File: src/rtl/batch_echo_pkg.sv
package batch_echo_pkg;
  typedef enum logic {
    RD_IDLE,
    RD_BUSY
  } rd_state_e;
endpackage

File: src/rtl/bee_store.sv
module bee_store #(
  parameter int DATA_W = 8,
  parameter int DEPTH  = 8,
  localparam int ADDR_W = $clog2(DEPTH)
) (
  input  logic              clk_i,
  input  logic              we_i,
  input  logic [ADDR_W-1:0] waddr_i,
  input  logic [DATA_W-1:0] wdata_i,
  input  logic [ADDR_W-1:0] raddr_i,
  output logic [DATA_W-1:0] rdata_o
);
  logic [DATA_W-1:0] mem_q [DEPTH];

  always_ff @(posedge clk_i) begin
    if (we_i) mem_q[waddr_i] <= wdata_i;
  end

  // independent read port: reads never stall writes
  assign rdata_o = mem_q[raddr_i];
endmodule

File: src/rtl/bee_wr_ctrl.sv
module bee_wr_ctrl #(
  parameter int GROUP_LEN  = 4,
  parameter int NUM_GROUPS = 2,
  localparam int DEPTH  = GROUP_LEN * NUM_GROUPS,
  localparam int ADDR_W = $clog2(DEPTH),
  localparam int IDX_W  = (GROUP_LEN > 1) ? $clog2(GROUP_LEN) : 1,
  localparam int GRP_W  = (NUM_GROUPS > 1) ? $clog2(NUM_GROUPS) : 1
) (
  input  logic              clk_i,
  input  logic              rst_ni,
  input  logic              rx_valid_i,
  input  logic              slot_free_i,
  output logic              we_o,
  output logic [ADDR_W-1:0] waddr_o,
  output logic              group_done_o,
  output logic              overflow_o
);
  logic [IDX_W-1:0] idx_q;
  logic [GRP_W-1:0] grp_q;
  logic             drop_q;
  logic             first, last, accept;

  assign first  = (idx_q == '0);
  assign last   = (idx_q == IDX_W'(GROUP_LEN - 1));
  // admission decided once per group, on its first byte
  assign accept = first ? slot_free_i : !drop_q;

  assign we_o         = rx_valid_i && accept;
  assign group_done_o = we_o && last;
  assign waddr_o      = ADDR_W'(grp_q) * ADDR_W'(GROUP_LEN) + ADDR_W'(idx_q);

  always_ff @(posedge clk_i or negedge rst_ni) begin
    if (!rst_ni) begin
      idx_q      <= '0;
      grp_q      <= '0;
      drop_q     <= 1'b0;
      overflow_o <= 1'b0;
    end else if (rx_valid_i) begin
      idx_q <= last ? '0 : idx_q + 1'b1;
      if (first) begin
        drop_q <= !slot_free_i;
        if (!slot_free_i) overflow_o <= 1'b1;
      end
      if (group_done_o)
        grp_q <= (grp_q == GRP_W'(NUM_GROUPS - 1)) ? '0 : grp_q + 1'b1;
    end
  end

  p_ovf_sticky_r8: assert property (@(posedge clk_i) disable iff (!rst_ni)
    overflow_o |=> overflow_o);

  p_ovf_on_full_r8: assert property (@(posedge clk_i) disable iff (!rst_ni)
    (rx_valid_i && first && !slot_free_i) |=> overflow_o);
endmodule

File: src/rtl/bee_rd_ctrl.sv
module bee_rd_ctrl
  import batch_echo_pkg::*;
#(
  parameter int DATA_W     = 8,
  parameter int GROUP_LEN  = 4,
  parameter int NUM_GROUPS = 2,
  localparam int DEPTH  = GROUP_LEN * NUM_GROUPS,
  localparam int ADDR_W = $clog2(DEPTH),
  localparam int IDX_W  = (GROUP_LEN > 1) ? $clog2(GROUP_LEN) : 1,
  localparam int GRP_W  = (NUM_GROUPS > 1) ? $clog2(NUM_GROUPS) : 1
) (
  input  logic              clk_i,
  input  logic              rst_ni,
  input  logic              grp_avail_i,
  input  logic              tx_done_i,
  input  logic [DATA_W-1:0] rdata_i,
  output logic [ADDR_W-1:0] raddr_o,
  output logic              tx_start_o,
  output logic [DATA_W-1:0] tx_data_o,
  output logic              group_sent_o
);
  rd_state_e        state_q;
  logic [IDX_W-1:0] idx_q, nxt_idx;
  logic [GRP_W-1:0] grp_q;
  logic             last, done_ok;

  assign last    = (idx_q == IDX_W'(GROUP_LEN - 1));
  // a done coinciding with our own start strobe is not a completion
  assign done_ok = (state_q == RD_BUSY) && tx_done_i && !tx_start_o;
  assign nxt_idx = (state_q == RD_IDLE) ? '0 : idx_q + 1'b1;
  assign raddr_o = ADDR_W'(grp_q) * ADDR_W'(GROUP_LEN) + ADDR_W'(nxt_idx);
  assign group_sent_o = done_ok && last;

  always_ff @(posedge clk_i or negedge rst_ni) begin
    if (!rst_ni) begin
      state_q    <= RD_IDLE;
      idx_q      <= '0;
      grp_q      <= '0;
      tx_start_o <= 1'b0;
      tx_data_o  <= '0;
    end else begin
      tx_start_o <= 1'b0;
      case (state_q)
        RD_IDLE: if (grp_avail_i) begin
          tx_start_o <= 1'b1;
          tx_data_o  <= rdata_i;
          idx_q      <= '0;
          state_q    <= RD_BUSY;
        end
        RD_BUSY: if (done_ok) begin
          if (last) begin
            state_q <= RD_IDLE;
            grp_q   <= (grp_q == GRP_W'(NUM_GROUPS - 1)) ? '0 : grp_q + 1'b1;
          end else begin
            idx_q      <= nxt_idx;
            tx_start_o <= 1'b1;
            tx_data_o  <= rdata_i;
          end
        end
        default: state_q <= RD_IDLE;
      endcase
    end
  end

  p_start_pulse_r5: assert property (@(posedge clk_i) disable iff (!rst_ni)
    tx_start_o |=> !tx_start_o);

  p_hold_data_r5: assert property (@(posedge clk_i) disable iff (!rst_ni)
    (state_q == RD_BUSY && !tx_done_i) |=> ($stable(tx_data_o) && !tx_start_o));

  p_idle_quiet_r2: assert property (@(posedge clk_i) disable iff (!rst_ni)
    (state_q == RD_IDLE && !grp_avail_i) |=> !tx_start_o);
endmodule

File: src/rtl/batch_echo_buffer.sv
module batch_echo_buffer #(
  parameter int DATA_W     = 8,
  parameter int GROUP_LEN  = 4,
  parameter int NUM_GROUPS = 2
) (
  input  logic              clk_i,
  input  logic              rst_ni,
  input  logic              rx_valid_i,
  input  logic [DATA_W-1:0] rx_data_i,
  input  logic              tx_done_i,
  output logic              tx_start_o,
  output logic [DATA_W-1:0] tx_data_o,
  output logic              overflow_o
);
  localparam int DEPTH  = GROUP_LEN * NUM_GROUPS;
  localparam int ADDR_W = $clog2(DEPTH);
  localparam int OCC_W  = $clog2(NUM_GROUPS + 1);

  logic              we, group_done, group_sent;
  logic [ADDR_W-1:0] waddr, raddr;
  logic [DATA_W-1:0] rdata;
  logic [OCC_W-1:0]  occ_q;   // complete groups not yet fully sent
  logic              slot_free, grp_avail;

  assign slot_free = (occ_q < OCC_W'(NUM_GROUPS));
  assign grp_avail = (occ_q != '0);

  always_ff @(posedge clk_i or negedge rst_ni) begin
    if (!rst_ni) occ_q <= '0;
    else begin
      case ({group_done, group_sent})
        2'b10:   occ_q <= occ_q + 1'b1;
        2'b01:   occ_q <= occ_q - 1'b1;
        default: occ_q <= occ_q;
      endcase
    end
  end

  bee_wr_ctrl #(.GROUP_LEN(GROUP_LEN), .NUM_GROUPS(NUM_GROUPS)) i_wr (
    .clk_i       (clk_i),
    .rst_ni      (rst_ni),
    .rx_valid_i  (rx_valid_i),
    .slot_free_i (slot_free),
    .we_o        (we),
    .waddr_o     (waddr),
    .group_done_o(group_done),
    .overflow_o  (overflow_o)
  );

  bee_store #(.DATA_W(DATA_W), .DEPTH(DEPTH)) i_store (
    .clk_i  (clk_i),
    .we_i   (we),
    .waddr_i(waddr),
    .wdata_i(rx_data_i),
    .raddr_i(raddr),
    .rdata_o(rdata)
  );

  bee_rd_ctrl #(.DATA_W(DATA_W), .GROUP_LEN(GROUP_LEN), .NUM_GROUPS(NUM_GROUPS)) i_rd (
    .clk_i       (clk_i),
    .rst_ni      (rst_ni),
    .grp_avail_i (grp_avail),
    .tx_done_i   (tx_done_i),
    .rdata_i     (rdata),
    .raddr_o     (raddr),
    .tx_start_o  (tx_start_o),
    .tx_data_o   (tx_data_o),
    .group_sent_o(group_sent)
  );

  p_occ_bound_r8: assert property (@(posedge clk_i) disable iff (!rst_ni)
    occ_q <= OCC_W'(NUM_GROUPS));

  p_sent_needs_group_r2: assert property (@(posedge clk_i) disable iff (!rst_ni)
    group_sent |-> grp_avail);

  p_reset_clear_r1: assert property (@(posedge clk_i)
    !rst_ni |-> (!tx_start_o && !overflow_o && occ_q == '0));
endmodule

File: config.mk
export PLATFORM = sky130hd
export DESIGN_NAME = batch_echo_buffer
export DESIGN_NICKNAME = d
export VERILOG_FILES = /design/src/rtl/batch_echo_pkg.sv /design/src/rtl/bee_store.sv /design/src/rtl/bee_wr_ctrl.sv /design/src/rtl/bee_rd_ctrl.sv /design/src/rtl/batch_echo_buffer.sv
export SDC_FILE = /design/constraint.sdc
export NUM_CORES = 1
export LEC_CHECK = 0
export CAP_MARGIN = 20
export CORE_AREA = 2 2 82 104
export DETAILED_ROUTE_END_ITERATION = 6
export DIE_AREA = 0 0 84 106
export PLACE_DENSITY = 0.66
export SLEW_MARGIN = 0
export SYNTH_ARGS = -nofsm -noshare
export SYNTH_HDL_FRONTEND = slang
export SYNTH_HIERARCHICAL = 1
export SYNTH_SLANG_ARGS = --single-unit
File: constraint.sdc
create_clock -name clk_i -period 4.5 [get_ports clk_i]
set_clock_uncertainty 0.2 [all_clocks]
set_input_delay 0.9 -clock clk_i [delete_from_list [all_inputs] [get_ports clk_i]]
set_output_delay 0.9 -clock clk_i [all_outputs]
set_load 0.05 [all_outputs]
; ---- Yosys cells after proc, flatten, opt, wreduce, memory -nomap -nowiden
; Memories as Yosys holds them, arrays and structs flattened.
; Index checks and enable logic that the tools add are counted.
[totals]
register_bits = 20
ramBits = 64
memories = 1
[classes]
addsub = 8
n_lt_le_gt_ge = 1
n_eq_ne = 7
muxes = 22
bitwise = 2
n_reduce_logical = 16
[mem_list]
columns = memory, words, word_bits, read_ports, rd_ports_with_merged_regs, wr, line_no
row1 = i_store.mem_q, 8, 8, 1, 0, 1, bee_store.sv:13  ; logic [DATA_W-1:0] mem_q [DEPTH];
[op_table]
columns = operator, count
row1 = $mux W8, 3
row2 = $pmux W8 S2, 1
row3 = $mux W2, 5
row4 = $mux W1, 9
row5 = $reduce_and A3 Y1, 3
row6 = $pmux W2 S2, 2
row7 = $add A2 B1 Y2 const B, 3
row8 = $add A3 B2 Y3, 2
row9 = $eq A2 B2 Y1 const B, 3
row10 = $ne A2 B2 Y1 const B, 3
row11 = $logic_and A1 B1 Y1, 5
row12 = $pmux W1 S2, 2
row13 = $reduce_and A2 Y1, 2
row14 = $reduce_bool A2 Y1, 2
row15 = $logic_not A1 Y1, 3
row16 = $add A1 B1 Y1 const B, 2
row17 = $eq A2 B1 Y1 const B, 1
row18 = $logic_not A2 Y1, 1
row19 = $lt A2 B2 Y1 const B, 1
row20 = $not A1 Y1, 2
row21 = $sub A2 B1 Y2 const B, 1

; ---- Longest topological paths before layout
; Gate-level depths: netlist of run 1.
; An unclocked memory read counts as a cell.
[depth]
ltp_word = 7
ltp_mapped = 9
ltp_nobuf = 9

; ---- Cells and area by module
; The synthesis of run 1 kept the hierarchy.
[modules_own_cells]
columns = mod, instances, cells_each, area_per_inst_um2, seq_area_each_um2
row1 = bee_store, 1, 106, 2531.2, 1921.8
row2 = bee_rd_ctrl, 1, 37, 583.1, 325.3
row3 = bee_wr_ctrl, 1, 25, 257.7, 125.1
row4 = batch_echo_buffer, 1, 10, 106.4, 50.0

; ---- Least setup slack after synthesis of run 1
; OpenSTA, ideal clock, no wires.
[synth_path]
path_kind = flip-flop to flip-flop
from = register i_wr.idx_q[0]
to = memory i_store.mem_q[0][0] (enable)
setup_time_ns = 0.383
arrival_time_ns = 1.858
slack_ns = 2.059
path_stages_with_launch = 7
n_path_buf = 0
synth_period_minus_slack_ns = 2.441
path_cell_list = dfrtp_1 > inv_1 > ha_1 > or2_4 > a21boi_1 > nand2b_1 > nor3_1
[synth_between]
elab_chain_cells = 5
word_cells_on_any_way = 6
[synth_lines]
columns = item, line_no
row1 = from (decl), bee_wr_ctrl.sv:18  ; logic [IDX_W-1:0] idx_q;
row2 = from (signal assigned), bee_wr_ctrl.sv:39  ; idx_q <= last ? '0 : idx_q + 1'b1;
row3 = $logic_not A2 Y1, bee_wr_ctrl.sv:23  ; assign first = (idx_q == '0);
row4 = $mux W1, bee_wr_ctrl.sv:26  ; assign accept = first ? slot_free_i : !drop_q;
row5 = $logic_and A1 B1 Y1, bee_wr_ctrl.sv:28  ; assign we_o = rx_valid_i && accept;
row6 = net we, batch_echo_buffer.sv:19  ; logic we, group_done, group_sent;
row7 = $mux W1, bee_store.sv:16  ; if (we_i) mem_q[waddr_i] <= wdata_i;
row8 = $mux W1 (implied by the code), bee_store.sv:16
row9 = to (decl), bee_store.sv:13
; The timed path passes the listed nets, and every way through them passes these cells.

; ---- Worst setup path in the final report of run 1
[layout_path]
from = input rx_valid_i
to = memory i_store.mem_q[5][6] (enable)
[layout_between]
elab_chain_cells = 3
[layout_lines]
columns = item, line_no
row1 = from (decl), batch_echo_buffer.sv:8  ; input logic rx_valid_i,
row2 = $logic_and A1 B1 Y1, bee_wr_ctrl.sv:28
row3 = net we, batch_echo_buffer.sv:19
row4 = $mux W1, bee_store.sv:16
row5 = $mux W1 (implied by the code), bee_store.sv:16
; The timed path passes the listed nets, and every way through them passes these cells.

==> flow_metrics.py, run 1 <==
metrics = {
    "synthesis": {
        "synth_top_area_share_pct": 55.3,
        "synth-seq-cells": 84,
        "synth_top_area_cell": "edfxtp_1",
        "synthTopCellsByArea": "edfxtp_1 (55%), dfrtp_1 (14%), mux4_1 (11%), mux2_4 (3.9%), mux2_2 (2.6%)",
        "synth.distinct_cells": 33,
        "async_reset_ff_share_pct": 23.8,
        "yosysSeqAreaShare_pct": 69.6,
        "syn_nets": 194,
        "synth_edf_count": 64,
        "syn_area_sq_mm": 0.00348,
        "syn_avg_cell_area_sq_um": 19.5,
        "yosysWarnings": 6,
        "syn_inst": 178,
        "synth-main-ff-cell": "edfxtp_1",
    },
    "layout": {
        "post-route-cell-area_sq_mm": 0.00399,
        "regArea_sq_mm": 0.00242,
        "synthToLayoutAreaGrowth_pct": 14.6,
        "fin_nets": 221,
        "drive_above_1_share_pct": 20.0,
        "multi_input_area_sq_um": 967,
        "n_antenna_cell": 0,
        "fin_cells": 307,
        "fill_cells": 661,
    },
    "hold_path": {
        "whs_path_depth": 1,
        "hp-class": "reg -> reg",
        "whs_endpoint": "i_wr/overflow_o$_DFFE_PN0P_",
        "min_from": "i_wr/overflow_o$_DFFE_PN0P_",
    },
    "route": {
        "avgViaCountPerCell": 5.22,
        "drtIter0Drc": 132,
        "antenna_left": 0,
        "wire_per_inst_um": 19.3,
        "num_vias": 1602,
        "drt-total-wl_mm": 5.93,
        "wl_met3_um": 265,
        "wl_met1_mm": 2.58,
        "drt-pass1-iter-count": 4,
        "top_layer": "met4",
        "drc": 0,
        "wl_met2_mm": 3.01,
    },
    "global_routing": {
        "grt_usage_pct": 14.6,
        "antenna_found_initial": 0,
        "grt_first_pass_wirelength_mm": 9.32,
        "grt_overflow_total": 0,
        "grt_start_max_net_pins": 21,
        "grt_pass1_vias": 1693,
    },
    "placed_design": {
        "dpl.cell_count": 291,
        "hpwl_mm": 4.13,
        "placed_area_sq_mm": 0.00376,
        "port_buffers": 21,
        "gp_congestion": 0.779,
    },
    "clock_network": {
        "cts_tree": "built",
        "cts-resized-gates": 0,
        "post-cts-setup-buffers": 0,
        "cts.sink_count": 84,
        "clockRootBuffer": "clkbuf_8",
        "clkLatencyLatePin_ns": 0.35,
        "hold_buffers": 0,
        "cts_buffer_depth": 2,
        "clk_pin_slew_ns": 0.08,
        "htree_num_levels": 3,
        "cts_inserted_buffers": 9,
    },
    "sta": {
        "setup_violations": 0,
        "fmaxAchievable_mhz": 367,
        "rsz0062_at_grt": "false",
        "worst_slew_pin_slew_ns": 0.914,
        "fin_crit_sh_pct": 60.6,
        "tns_ns": 0,
        "period_needed_ns": 2.73,
        "slew_viol_final": 0,
        "hold_viol": 0,
        "slew_headroom_pct": 38.8,
    },
    "worst_setup_path": {
        "cp_num_buf_inv": 1,
        "reg2reg_depth": 6,
        "critical_path.startpoint_type": "primary input",
        "crit_required_ns": 4.28,
        "cp_max_fo": 8,
        "cp.depth": 4,
        "timing.rr.start": "i_wr/idx_q[0]$_DFFE_PN0P_",
        "critPathMaxStageDelay_ns": 0.59,
        "r2r-end": "i_store/mem_q[5][6]$_DFFE_PP_",
        "ff2ff_setup_slack_ns": 1.82,
        "crit_slowest_cell": "nor2_1",
        "cp_top_family": "simple AND/OR/NAND/NOR gates",
        "critical_path_arrival_ns": 2.51,
        "critPathKind": "in -> reg",
        "path_cells": "clkdlybuf4s50_1, a21boi_1, nand2_1, nor2_1",
        "worst_setup_path_end_kind": "flop",
    },
    "floorplan": {
        "num_io_pins": 22,
        "rows": 37,
        "core_area_sq_mm": 0.00801,
        "die_w_um": 84,
        "dieArea_sq_mm": 0.00890,
        "start_util_pct": 43.4,
        "die_y_um": 106,
    },
    "power": {
        "p_leak_uw": 0.00143,
        "power_uw": 2610,
        "powerDensity_mw_per_mm2": 656,
        "peakVddDrop_mv": 0.369,
    },
    "run": {
        "maxCapViolCount": 0,
    },
    "outcome": {
        "outcome": "finished clean",
    },
}
## how the worst max path moves through the flow
stage | from | endpoint
5_1_grt | rx_valid_i | i_store/mem_q[3][3]$_DFFE_PP_
3_3_place_gp | rx_valid_i | i_store/mem_q[7][2]$_DFFE_PP_
4_1_cts | rx_valid_i | i_store/mem_q[3][3]$_DFFE_PP_
2_1_floorplan | i_wr/idx_q[0]$_DFFE_PN0P_ | i_store/mem_q[0][0]$_DFFE_PP_
6_report | rx_valid_i | i_store/mem_q[5][6]$_DFFE_PP_
3_5_place_dp | rx_valid_i | i_store/mem_q[5][5]$_DFFE_PP_
## area by class of cell
type / instances / area share, %
Tap cell: 97 / 3.05
Sequential cell: 84 / 60.8
Inverter: 5 / 0.471
Clock inverter: 7 / 2.48
Multi-Input combinational cell: 81 / 24.3
Clock buffer: 9 / 3.11
Timing Repair Buffer: 24 / 5.84
## report_power, final
part           switching, uW  internal (uW)
Clock                    268            316
Combinational            459            486
Sequential               108            976
Total                    836           1780
## logic make-up (layout without fill, tap and decap cells)
logic type | Yosys count | in the layout | synth area share, %
flops | 84 | 84 | 69.6
mux | 34 | 34 | 18.7
simple gates | 32 | 32 | 4.86
buf+inv | 13 | 45 | 2.55
compound gates | 6 | 6 | 1.51
xor+xnor | 5 | 5 | 1.26
fa+ha+maj | 4 | 4 | 1.44
## cells in the mapped netlist, drive strengths merged, types with 2 or more instances
master  number
buf          7
xnor2        3
xor2         2
ha           4
nand2b       3
nand2        8
o21ai        2
edfxtp      64
dfrtp       20
or2          3
mux2        17
nor3         2
nor2        11
mux4        16
inv          5
## registers in the layout, summed over array words and instances (netlist names)
| name | flops |
|---|---|
| i_store/mem_q | 64 |
| i_rd/tx_data_o | 8 |
| i_rd/idx_q | 2 |
| i_wr/idx_q | 2 |
| occ_q | 2 |
| i_rd/grp_q | 1 |
| i_rd/state_q | 1 |
| i_rd/tx_start_o | 1 |
| i_wr/drop_q | 1 |
| i_wr/grp_q | 1 |
| i_wr/overflow_o | 1 |
## cells in the final DEF, fill, tap and decap left out, types with 4 or more instances in the layout
master,Yosys,layout
clkbuf_8,0,9
clkdlybuf4s50_1,0,21
dfrtp_1,20,20
edfxtp_1,64,64
ha_1,4,4
inv_1,5,5
mux2_2,8,8
mux2_4,9,9
mux4_1,15,15
nand2_1,8,8
nor2_1,11,11
## per-layer routing
| layer | vias to the layer above | GRT usage (%) |
|---|---|---|
| met5 | - | 0 |
| met3 | 8 | 5.12 |
| met2 | 48 | 23.6 |
| met1 | 798 | 18.5 |
| met4 | 0 | 5.18 |
| li1 | 748 | - |
## per-stage QoR
| step | utilization, % | hold slack (ns) | setup WS, ns |
|---|---|---|---|
| floorplan | - | 0.243 | 2.06 |
| global placement | 47.0 | 0.250 | 1.43 |
| detailed placement | 47.0 | 0.263 | 1.39 |
| CTS | 49.8 | 0.282 | 1.78 |
| global route | 49.8 | 0.296 | 1.66 |
| finish | 49.8 | 0.282 | 1.77 |
(Power assumes the default switching activity.)
==> run 2: changes to the inputs <==
- clock period: 4.5 -> 2.65 ns (I/O delays scaled with it)
==> flow_metrics.py, run 2 (same netlist as run 1, synthesis figures left out) <==
metrics = {
    "clock_network": {
        "cts_inserted_buffers": 9,
        "clockRootBuffer": "clkbuf_8",
        "cts-resized-gates": 0,
        "hold_buffers": 0,
        "htree_num_levels": 3,
        "clk_pin_slew_ns": 0.08,
        "cts_buffer_depth": 2,
        "post-cts-setup-buffers": 0,
        "clkLatencyLatePin_ns": 0.35,
        "cts_tree": "built",
        "cts.sink_count": 84,
    },
    "route": {
        "num_vias": 1651,
        "drc": 0,
        "avgViaCountPerCell": 5.22,
        "drt-total-wl_mm": 5.98,
        "wire_per_inst_um": 18.9,
        "antenna_left": 0,
        "drtIter0Drc": 108,
        "drt-pass1-iter-count": 4,
    },
    "placed_design": {
        "gp_congestion": 0.741,
        "hpwl_mm": 3.90,
        "port_buffers": 21,
        "dpl.cell_count": 301,
    },
    "layout": {
        "fin_cells": 316,
        "final_cell_mix": "edfxtp_1 (64), clkdlybuf4s50_1 (21), dfrtp_1 (20), mux4_1 (15), buf_4 (12)",
        "mostFrequentLayoutCell": "edfxtp_1",
        "regMostFlops": "i_store/mem_q",
        "synthToLayoutAreaGrowth_pct": 15.9,
        "drive_above_1_share_pct": 22.4,
        "largest_reg_flops": 64,
        "fin_nets": 231,
        "top_regs": "i_store/mem_q (64), i_rd/tx_data_o (8)",
        "fill_cells": 650,
        "n_antenna_cell": 0,
    },
    "global_routing": {
        "antenna_found_initial": 0,
        "grt_pass1_vias": 1719,
        "grt_start_max_net_pins": 21,
        "grt_overflow_total": 0,
        "grt_usage_pct": 15.3,
        "grt_first_pass_wirelength_mm": 9.75,
    },
    "worst_setup_path": {
        "crit_slowest_cell": "mux4_1",
        "path_cells": "nor2b_1, buf_12, mux4_1, mux2_2, mux2_4",
        "critical_path.startpoint_type": "flop",
        "cp_max_fo": 16,
        "crit_required_ns": 2.69,
        "critPathKind": "reg -> reg",
        "critical_path_arrival_ns": 2.43,
        "critPathMaxStageDelay_ns": 0.61,
        "worst_setup_path_end_kind": "flop",
    },
    "sta": {
        "tns_ns": 0,
        "slew_viol_final": 0,
        "period_needed_ns": 2.39,
        "rsz0062_at_grt": "false",
        "fin_crit_sh_pct": 90.2,
        "setup_violations": 0,
        "slew_headroom_pct": 65.1,
        "hold_viol": 0,
        "fmaxAchievable_mhz": 418,
        "worst_slew_pin_slew_ns": 0.522,
    },
    "floorplan": {
        "die_y_um": 106,
        "start_util_pct": 43.4,
        "core_area_sq_mm": 0.00801,
        "num_io_pins": 22,
        "die_w_um": 84,
        "rows": 37,
        "dieArea_sq_mm": 0.00890,
    },
    "power": {
        "peakVddDrop_mv": 0.830,
        "powerDensity_mw_per_mm2": 1090,
        "p_leak_uw": 0.00147,
    },
    "run": {
        "maxCapViolCount": 0,
    },
    "hold_path": {
        "hp-class": "reg -> reg",
    },
    "outcome": {
        "outcome": "finished clean",
    },
}
==> run 2: final cells by class <==
class,count,area (sq um),area share [%]
clock buffers,11,131,3.26
clock inverters,4,51.3,1.27
inverters,5,18.8,0.465
multi-input cells,81,967,24.0
flip-flops and latches,84,2420,60.1
well taps,97,121,3.01
repair buffers,34,320,7.94
==> run 2: critical path: cells and delay by family, from the launching register on <==
kind	cells	cell delay [ns]
simple gates	1	0.26
flops	1	0.45
mux	3	1.15
buf+inv	1	0.20
==> run 2: final timing paths <==
path	slack (ns)	end	start	depth (start not counted)
max	0.26	i_rd/tx_data_o[3]$_DFFE_PN0P_	i_rd/state_q$_DFF_PN0_	5
min	0.27	i_wr/overflow_o$_DFFE_PN0P_	i_wr/overflow_o$_DFFE_PN0P_	1
max reg2reg	0.26	i_rd/tx_data_o[3]$_DFFE_PN0P_	i_rd/state_q$_DFF_PN0_	5
min reg2reg	0.27	i_wr/overflow_o$_DFFE_PN0P_	i_wr/overflow_o$_DFFE_PN0P_	1
max in group asynchronous	1.70	i_wr/grp_q$_DFFE_PN0P_	rst_ni	2
min in group asynchronous	0.32	i_rd/idx_q[1]$_DFFE_PN0P_	rst_ni	2
==> run 2: layer usage <==
metal  vias to the layer above  track usage, %  wire, um
li1                        763               -         -
met1                       837            19.0      2380
met2                        42            24.8      3150
met3                         9            3.65       306
met4                         0            7.95       142
met5                         -               0         0
==> run 2: through the flow <==
stage          worst slack, ns  power [uW]  hold slack (ns)  cell area, sq um  util, %
6_report                 0.259        4390            0.267              4030     50.4
5_1_grt                  0.113        4630            0.300              4030     50.4
4_1_cts                  0.236        4460            0.279              4030     50.4
3_5_place_dp             0.244        3580            0.261              3850     48.1
3_3_place_gp             0.261        3540            0.245              3850     48.1
2_1_floorplan            0.209        3160           0.0344              3480        -
==> run 2: power breakdown <==
group | internal (uW) | switching (uW)
Combinational | 871 | 857
Clock | 431 | 437
Sequential | 1660 | 136
